## src/rtl/scs_pkg.sv

```systemverilog
package scs_pkg;
  localparam int DW      = 32;
  localparam int OFF_W   = 12;
  localparam int SWI_W   = 9;
  localparam int NFAULT  = 3;

  localparam logic [OFF_W-1:0] OFF_CCR = 12'hD14;
  localparam logic [OFF_W-1:0] OFF_CFS = 12'hD28;
  localparam logic [OFF_W-1:0] OFF_HFS = 12'hD2C;
  localparam logic [OFF_W-1:0] OFF_DFS = 12'hD30;
  localparam logic [OFF_W-1:0] OFF_MMA = 12'hD34;
  localparam logic [OFF_W-1:0] OFF_BFA = 12'hD38;
  localparam logic [OFF_W-1:0] OFF_AUX = 12'hD3C;
  localparam logic [OFF_W-1:0] OFF_SWI = 12'hF00;

  localparam logic [DW-1:0] CCR_WMASK = 32'h0000_031B;
  localparam logic [DW-1:0] CCR_RESET = 32'h0000_0200;
  localparam int CCR_USERPEND_BIT = 1;
  localparam int CFS_UNDEF_BIT    = 16;
  localparam int CFS_NOCP_BIT     = 19;

  // keep only the implemented configuration bits
  function automatic logic [DW-1:0] ccr_filter(input logic [DW-1:0] d);
    return d & CCR_WMASK;
  endfunction

  // sticky fault word update: clear-by-one first, hardware set wins
  function automatic logic [DW-1:0] w1c_next(input logic [DW-1:0] q,
                                             input logic [DW-1:0] clr,
                                             input logic [DW-1:0] set);
    return (q & ~clr) | set;
  endfunction

  // software trigger acceptance
  function automatic logic swi_allowed(input logic [SWI_W-1:0] num,
                                       input int num_irq,
                                       input logic priv,
                                       input logic user_ok);
    return (int'({23'd0, num}) < num_irq) && (priv || user_ok);
  endfunction
endpackage

```

## src/rtl/scs_ccr_reg.sv

```systemverilog
module scs_ccr_reg
  import scs_pkg::*;
(
  input  logic          clk,
  input  logic          rst_n,
  input  logic          wr_hit,
  input  logic [DW-1:0] wdata,
  output logic [DW-1:0] q
);
  always_ff @(posedge clk or negedge rst_n) begin
    if (!rst_n)      q <= CCR_RESET;
    else if (wr_hit) q <= ccr_filter(wdata);
  end

  // no write, no change
  assert_ccr_hold_R10: assert property (@(posedge clk) disable iff (!rst_n)
    !wr_hit |=> $stable(q));
endmodule

```

## src/rtl/scs_w1c_bank.sv

```systemverilog
module scs_w1c_bank
  import scs_pkg::*;
(
  input  logic          clk,
  input  logic          rst_n,
  input  logic          wr_hit,
  input  logic [DW-1:0] wdata,
  input  logic [DW-1:0] set,
  output logic [DW-1:0] q
);
  logic [DW-1:0] clr_vec;
  assign clr_vec = wr_hit ? wdata : '0;

  always_ff @(posedge clk or negedge rst_n) begin
    if (!rst_n) q <= '0;
    else        q <= w1c_next(q, clr_vec, set);
  end

  // with no set pending, every written one is gone next cycle
  assert_w1c_clear_R3: assert property (@(posedge clk) disable iff (!rst_n)
    (wr_hit && set == '0) |=> ((q & $past(wdata)) == '0));
  // a set bit is always present next cycle
  assert_set_wins_R5: assert property (@(posedge clk) disable iff (!rst_n)
    (set != '0) |=> ((q & $past(set)) == $past(set)));
  // idle cycles keep the word
  assert_w1c_hold_R10: assert property (@(posedge clk) disable iff (!rst_n)
    (!wr_hit && set == '0) |=> $stable(q));
endmodule

```

## src/rtl/scs_swi_gate.sv

```systemverilog
module scs_swi_gate
  import scs_pkg::*;
#(
  parameter int NUM_IRQ = 64
) (
  input  logic             clk,
  input  logic             rst_n,
  input  logic             wr_hit,
  input  logic [SWI_W-1:0] num_in,
  input  logic             priv,
  input  logic             user_ok,
  output logic             swi_valid,
  output logic [SWI_W-1:0] swi_num
);
  logic accept;
  assign accept = wr_hit && swi_allowed(num_in, NUM_IRQ, priv, user_ok);

  always_ff @(posedge clk or negedge rst_n) begin
    if (!rst_n) begin
      swi_valid <= 1'b0;
      swi_num   <= '0;
    end else begin
      swi_valid <= accept;
      if (accept) swi_num <= num_in;
    end
  end

  assert_swi_range_R7: assert property (@(posedge clk) disable iff (!rst_n)
    swi_valid |-> (int'({23'd0, swi_num}) < NUM_IRQ));
  assert_swi_cause_R7: assert property (@(posedge clk) disable iff (!rst_n)
    swi_valid |-> $past(wr_hit));
  assert_swi_deny_R7: assert property (@(posedge clk) disable iff (!rst_n)
    (wr_hit && !priv && !user_ok) |=> !swi_valid);
endmodule

```

## src/rtl/scs_fault_regs.sv

```systemverilog
module scs_fault_regs
  import scs_pkg::*;
#(
  parameter int NUM_IRQ = 64
) (
  input  logic             clk,
  input  logic             rst_n,
  input  logic             bus_wr,
  input  logic [OFF_W-1:0] bus_off,
  input  logic [DW-1:0]    bus_wdata,
  input  logic             bus_priv,
  output logic [DW-1:0]    bus_rdata,
  input  logic             ev_undef,
  input  logic             ev_nocp,
  input  logic [DW-1:0]    cfs_set,
  input  logic [DW-1:0]    hfs_set,
  input  logic [DW-1:0]    dfs_set,
  output logic             swi_valid,
  output logic [SWI_W-1:0] swi_num,
  output logic             usage_pend
);
  localparam logic [OFF_W-1:0] FAULT_OFF [NFAULT] = '{OFF_CFS, OFF_HFS, OFF_DFS};

  // named internal events
  logic ccr_wr, mma_wr, bfa_wr, swi_wr, usage_evt;
  logic [DW-1:0] ccr_q, mma_q, bfa_q;
  logic [DW-1:0] fault_set [NFAULT];
  logic [DW-1:0] fault_q   [NFAULT];
  logic [NFAULT-1:0] fault_wr;
  logic [DW-1:0] ev_vec;

  assign ccr_wr    = bus_wr && (bus_off == OFF_CCR);
  assign mma_wr    = bus_wr && (bus_off == OFF_MMA);
  assign bfa_wr    = bus_wr && (bus_off == OFF_BFA);
  assign swi_wr    = bus_wr && (bus_off == OFF_SWI);
  assign usage_evt = ev_undef || ev_nocp;

  always_comb begin
    ev_vec = '0;
    ev_vec[CFS_UNDEF_BIT] = ev_undef;
    ev_vec[CFS_NOCP_BIT]  = ev_nocp;
  end

  assign fault_set[0] = cfs_set | ev_vec;
  assign fault_set[1] = hfs_set;
  assign fault_set[2] = dfs_set;

  scs_ccr_reg u_ccr (
    .clk(clk), .rst_n(rst_n), .wr_hit(ccr_wr), .wdata(bus_wdata), .q(ccr_q)
  );

  for (genvar g = 0; g < NFAULT; g++) begin : g_fault
    assign fault_wr[g] = bus_wr && (bus_off == FAULT_OFF[g]);
    scs_w1c_bank u_bank (
      .clk(clk), .rst_n(rst_n), .wr_hit(fault_wr[g]), .wdata(bus_wdata),
      .set(fault_set[g]), .q(fault_q[g])
    );
  end

  always_ff @(posedge clk or negedge rst_n) begin
    if (!rst_n) begin
      mma_q      <= '0;
      bfa_q      <= '0;
      usage_pend <= 1'b0;
    end else begin
      if (mma_wr) mma_q <= bus_wdata;
      if (bfa_wr) bfa_q <= bus_wdata;
      usage_pend <= usage_evt;
    end
  end

  scs_swi_gate #(.NUM_IRQ(NUM_IRQ)) u_swi (
    .clk(clk), .rst_n(rst_n), .wr_hit(swi_wr), .num_in(bus_wdata[SWI_W-1:0]),
    .priv(bus_priv), .user_ok(ccr_q[CCR_USERPEND_BIT]),
    .swi_valid(swi_valid), .swi_num(swi_num)
  );

  always_comb begin
    case (bus_off)
      OFF_CCR: bus_rdata = ccr_q;
      OFF_CFS: bus_rdata = fault_q[0];
      OFF_HFS: bus_rdata = fault_q[1];
      OFF_DFS: bus_rdata = fault_q[2];
      OFF_MMA: bus_rdata = mma_q;
      OFF_BFA: bus_rdata = bfa_q;
      default: bus_rdata = '0;
    endcase
  end

  assert_ccr_rd_mask_R1: assert property (@(posedge clk) disable iff (!rst_n)
    (bus_off == OFF_CCR) |-> ((bus_rdata & ~CCR_WMASK) == '0));
  assert_addr_write_R6: assert property (@(posedge clk) disable iff (!rst_n)
    mma_wr |=> (mma_q == $past(bus_wdata)));
  assert_usage_pend_R8: assert property (@(posedge clk) disable iff (!rst_n)
    usage_evt |=> usage_pend);
  assert_usage_quiet_R8: assert property (@(posedge clk) disable iff (!rst_n)
    !usage_evt |=> !usage_pend);
  assert_undef_bit_R8: assert property (@(posedge clk) disable iff (!rst_n)
    ev_undef |=> fault_q[0][CFS_UNDEF_BIT]);
  assert_reserved_rd_R9: assert property (@(posedge clk) disable iff (!rst_n)
    (bus_off == OFF_AUX || bus_off == OFF_SWI) |-> (bus_rdata == '0));
endmodule

```

## config.mk

```make
export PLATFORM = sky130hd
export DESIGN_NAME = scs_fault_regs
export DESIGN_NICKNAME = d
export VERILOG_FILES = /design/src/rtl/scs_pkg.sv /design/src/rtl/scs_ccr_reg.sv /design/src/rtl/scs_w1c_bank.sv /design/src/rtl/scs_swi_gate.sv /design/src/rtl/scs_fault_regs.sv
export SDC_FILE = /design/constraint.sdc
export NUM_CORES = 1
export LEC_CHECK = 0
export ABC_CLOCK_PERIOD_IN_PS = 1900
export BUFFER_PORTS_ARGS = -buffer_cell sky130_fd_sc_hd__buf_2
export CAP_MARGIN = 40
export CORE_MARGIN = 1.5
export CORE_UTILIZATION = 45
export CTS_CLUSTER_SIZE = 25
export DETAILED_ROUTE_END_ITERATION = 8
export GPL_ROUTABILITY_DRIVEN = 0
export PLACE_DENSITY = 0.76
export SYNTH_ARGS = -nofsm -noshare
export SYNTH_HDL_FRONTEND = slang
export SYNTH_SLANG_ARGS = --single-unit
```

## constraint.sdc

```tcl
create_clock -name clk -period 1.9 [get_ports clk]
set_input_delay 0.38 -clock clk [delete_from_list [all_inputs] [get_ports clk]]
set_output_delay 0.38 -clock clk [all_outputs]
set_load 0.005 [all_outputs]
```

---- After elaboration in Yosys (flattened, before gate mapping) ----
Cells that the tools add are included.
word-level totals
  bits in registers ....................... 177
  bits of input ports ..................... 146
  RAM bits ................................ 0
  bits in latches ......................... 0
  memories kept ........................... 0
  ROM bits ................................ 0
cells by class
  bitwise gates (word level) .............. 10
  reduce and logical (&&, ||, !) cells .... 11
  div/mod/pow operators ................... 0
  $lt $le $gt $ge ......................... 1
  shift operators ......................... 0
  equality and inequality tests ........... 7
  multipliers ............................. 0
  mux-type cells .......................... 4
  $add $sub $neg .......................... 0
operators with widths
  operator                                                                       number
  32-bit case mux with 6 select lines                                            1
  32-bit bitwise AND                                                             3
  32-bit two-way mux                                                             3
  32-bit inverter                                                                3
  32-bit OR                                                                      3
  12-bit == test (second input constant)                                         7
  32-bit by 20-bit OR with 32-bit output                                         1
  1-bit logical AND                                                              9
  9-bit by 7-bit less-than comparator with 1-bit output (second input constant)  1
  1-bit logical OR                                                               2

---- Longest topological paths before layout ----
  depth in word-level cells ............... 6
  depth in mapped cells ................... 8
  mapped depth without buffers ............ 4

---- By module ----
From an unflattened synthesis, not the netlist that was laid out.
unflattened totals
  cells, all modules ...................... 740
  area total of the unflattened synthesis .. 8562.0 um2
by module, submodules not included
  module          area each (um2)  cells an instance  seq. area each (um2)  instances
  scs_fault_regs  4132.7           381                1626.6                1
  scs_w1c_bank    1194.9           99                 800.8                 3
  scs_ccr_reg     451.7            40                 151.4                 1
  scs_swi_gate    392.9            22                 250.2                 1

---- Worst setup path after synthesis ----
No wires, ideal clock.
  path kind ............................... input port to output port
  from .................................... in bus_off[2]
  to ...................................... out bus_rdata[10]
  setup slack ............................. -0.118 ns
  required time ........................... 1.520 ns
  stages .................................. 8
  arrival ................................. 1.638 ns
  path through ............................ buf_2 nor3_2 and4_1 buf_2 and2_1 buf_2 buf_4 a22o_1
between the ends
  longest elaborated chain between the ends .. 2
  elaborated cells on any way between the ends .. 7
ends and longest elaborated chain
  element                                  line                  source
  start, declared                          scs_fault_regs.sv:9   input logic [OFF_W-1:0] bus_off,
  12-bit == test                           scs_fault_regs.sv:79  case (bus_off)
  32-bit case mux with 6 select lines (*)  scs_fault_regs.sv:79
  end, declared                            scs_fault_regs.sv:12  output logic [DW-1:0] bus_rdata,
Mark *: on every way between the ends. The rest lies on a longest branch, timed or not.

---- Final worst setup path ----
  from .................................... in bus_off[6]
  to ...................................... out bus_rdata[25]
The elaborated chain is that of the path after synthesis.

==> flow_summary.toml <==
[status]
status = "finished, violations left"
violations = "setup timing"

[placement]
place_inst = 1108
post-place-ws_ns = -0.1720
placed_area_mm2 = 0.009831
dp_hpwl_um = 15510
numPortBuffers = 188

[yosys]
synth_area_mm2 = 0.008174
ys_seq_area_frac = 0.5420
synth-edff-count = 0
ys_seq_elements = 177
synth.distinct_cells = 38
synth_flop_cell = "dfrtp_1"
ys_warn_count = 0
synthCells = 687
async_flop_share = 1.000
synth_fp_nets = 833
syn_area_per_cell_um2 = 11.90

[critical_path]
cp-start-kind = "input pin"
crit_chain = "buf_8 -> nor2_4 -> nand4b_1 -> buf_6 -> buf_12 -> o22ai_1 -> a22o_1 -> buf_2"
crit_required_ns = 1.52
rr_endpoint = "u_swi.swi_num[0]"
worstPathMaxFanout = 8
cp-endpoint = "bus_rdata[25]"
r2r-start = "u_ccr.q[1]"
path_class = "input pin to output pin"
reg2reg_depth = 4
crit_path_max_incr_delay_ns = 0.19
crit_path_start = "bus_off[6]"
critical_path_arrival_ns = 1.59
critPathSlowestCell = "a22o_1"
rrSetupSlack_ns = 0.40
worst_setup_path_end_kind = "output pin"

[cells_and_area]
n_antenna_cell = 0
fin_area_mm2 = 0.01107
nFillCells = 1411
final_util = 0.6183
instances_no_fill = 1160
area_growth_pct = 35.40
drive_gt1_frac = 0.3824
nets = 1064

[drt]
viasPerCell = 5.733
ant_nets = 0
route.vias.total = 6650
wire_per_inst_um = 20.78
drtIter0Drc = 411
drc = 0
drtPass1Iterations = 4
routed_wirelength_um = 24100

[run]
cap_violations = 0

[grt]
grt_max_degree = 61
grt_pass1_vias = 6471
grt_pass1_wl_um = 34440
gr-total-overflow = 0
antenna_found_initial = 2
grtUsageTotal = 0.2415

[power]
pwr_density_cell_mw_per_mm2 = 708.0
leakage_nw = 5.098
ir_drop_uv = 615.0
totalPowerFinal_mw = 7.836

[die]
io_pins = 189
initial_core_util = 0.4566
fp-row-count = 49
die-width_um = 137.8
fp.coreArea_mm2 = 0.01790
fp.dieH_um = 137.8
die_area_mm2 = 0.01898

[clock_tree]
clkSlewWorstSetupHoldPaths_ns = 0.07
worstSkewPairLatency_ns = 0.43
cts_made_buffers = 17
cts_max_level = 4
numClockSinks = 177
cts-root-buf = "clkbuf_16"
cts_tree = "done"
ctsLongestPathBuffers = 2

[timing]
min_period_ns = 1.966
relSlewSlack = 0.7551
slew_viol_final = 0
finalWorstSetupSlack_ns = -0.06606
setup_viol = 24
skew_ns = 0.007636
setup_tns_ns = -0.6731
timing.final.crit_share = 1.035
tightest_slew_ns = 0.3673
fmax_mhz = 508.6
rsz0062_at_grt = "yes"
hold_viol = 0
fin_hold_ws_ns = 0.1212

[min_path]
hp-class = "input pin to flop"
==> worst min-delay path by stage <==
stage               slack [ns]  cells after the start                       to   startpoint
CTS                       0.10                      2  g_fault[0].u_bank.q[26]  cfs_set[26]
global placement          0.31                      1  g_fault[1].u_bank.q[21]        rst_n
floorplan                 0.08                      0                 bfa_q[0]        rst_n
global route              0.11                      2  g_fault[0].u_bank.q[30]  cfs_set[30]
finish                    0.12                      2  g_fault[0].u_bank.q[26]  cfs_set[26]
detailed placement        0.31                      1  g_fault[1].u_bank.q[22]        rst_n
==> registers in the layout, indices dropped and copies added (netlist names) <==
signal and count:
u_swi.swi_valid 1, g_fault.u_bank.q 96, u_ccr.q 6, u_swi.swi_num 9, mma_q 32, usage_pend 1
bfa_q 32
==> worst max-delay path, delay by kind of cell <==
kind                   cells  cell delay (ns)
AO/OA/AOI/OAI              2             0.37
buffers and inverters      4             0.54
AND/OR/NAND/NOR            2             0.27
==> cell families (layout without fill, tap and decap cells) <==
kind of cell    Yosys count  count (layout)  share of synthesized area
flops                   177             177                     0.5420
mux                     140             140                     0.1843
compound gates          167             167                     0.1474
buf+inv                  80             324                    0.04210
simple gates            123             123                    0.08419
==> metal layers <==
| layer | global-route usage | up-vias | wire length, µm |
|---|---|---|---|
| met1 | 0.3182 | 3373 | 10290 |
| met3 | 0.05960 | 35 | 1560 |
| met4 | 0.07639 | 4 | 387 |
| li1 | - | 2994 | - |
| met5 | 0 | - | 26 |
| met2 | 0.3931 | 244 | 11840 |
==> where the power goes <==
group | total (mW) | switching, mW | internal [mW]
logic | 0.658 | 0.349 | 0.308
clock network | 3.40 | 1.51 | 1.88
registers | 3.78 | 0.00413 | 3.77
total | 7.84 | 1.87 | 5.97
==> cell type report <==
type / count / area [µm²] / share of cell area
Clock buffer: 21 / 460.4 / 0.04160
Clock inverter: 11 / 105.1 / 0.009496
Multi-Input combinational cell: 430 / 3737 / 0.3377
Inverter: 33 / 123.9 / 0.01119
Sequential cell: 177 / 4431 / 0.4003
Tap cell: 229 / 286.5 / 0.02589
Timing Repair Buffer: 259 / 1924 / 0.1739
==> Yosys cell counts, types with 2 or more instances <==
cell	count	share of area
mux2i_1	56	0.069
and3_1	2	0.0015
buf_4	5	0.0046
o22a_1	2	0.0021
dfrtp_1	176	0.54
clkbuf_1	17	0.0078
mux2_2	10	0.014
or3_1	2	0.0015
nor3_2	3	0.0037
a211o_1	2	0.0021
o22ai_1	26	0.020
and4b_1	2	0.0024
a31oi_1	32	0.024
nand3_1	65	0.040
a22oi_1	10	0.0092
mux2_1	74	0.10
nor2_1	33	0.015
inv_1	33	0.015
buf_2	20	0.012
and2_1	4	0.0031
buf_1	5	0.0023
a21o_1	62	0.057
a22o_1	26	0.028
a21oi_1	6	0.0037
==> placed cells by master, fill, tap and decap left out, types with 3 or more instances in the layout <==
cell type / instances
mux2i_2: 6
nand3_1: 64
clkinvlp_4: 4
buf_12: 18
clkbuf_16: 24
a21o_1: 62
nor2_1: 32
o22ai_2: 11
inv_6: 3
nor3_4: 3
and2_1: 3
o22ai_4: 3
dfrtp_1: 176
mux2_2: 10
buf_4: 39
buf_6: 8
a22oi_1: 3
a21oi_2: 5
a22oi_2: 7
mux2_1: 74
a31oi_1: 32
mux2i_4: 8
mux2i_1: 42
o22ai_1: 12
buf_2: 182
inv_1: 33
a22o_1: 26
==> repair_timing <==
| item | CTS | global route |
|---|---|---|
| endpoints found under the hold margin | 33 | 0 |
| gates cloned | 0 | 8 |
| pin swaps | 0 | 14 |
| endpoints found under the setup margin | 32 | 32 |
| gates resized for setup | 14 | 62 |
| setup buffers | 1 | 10 |
| hold buffers | 1 | 0 |
Note: power is estimated with default switching activity, not from simulation.
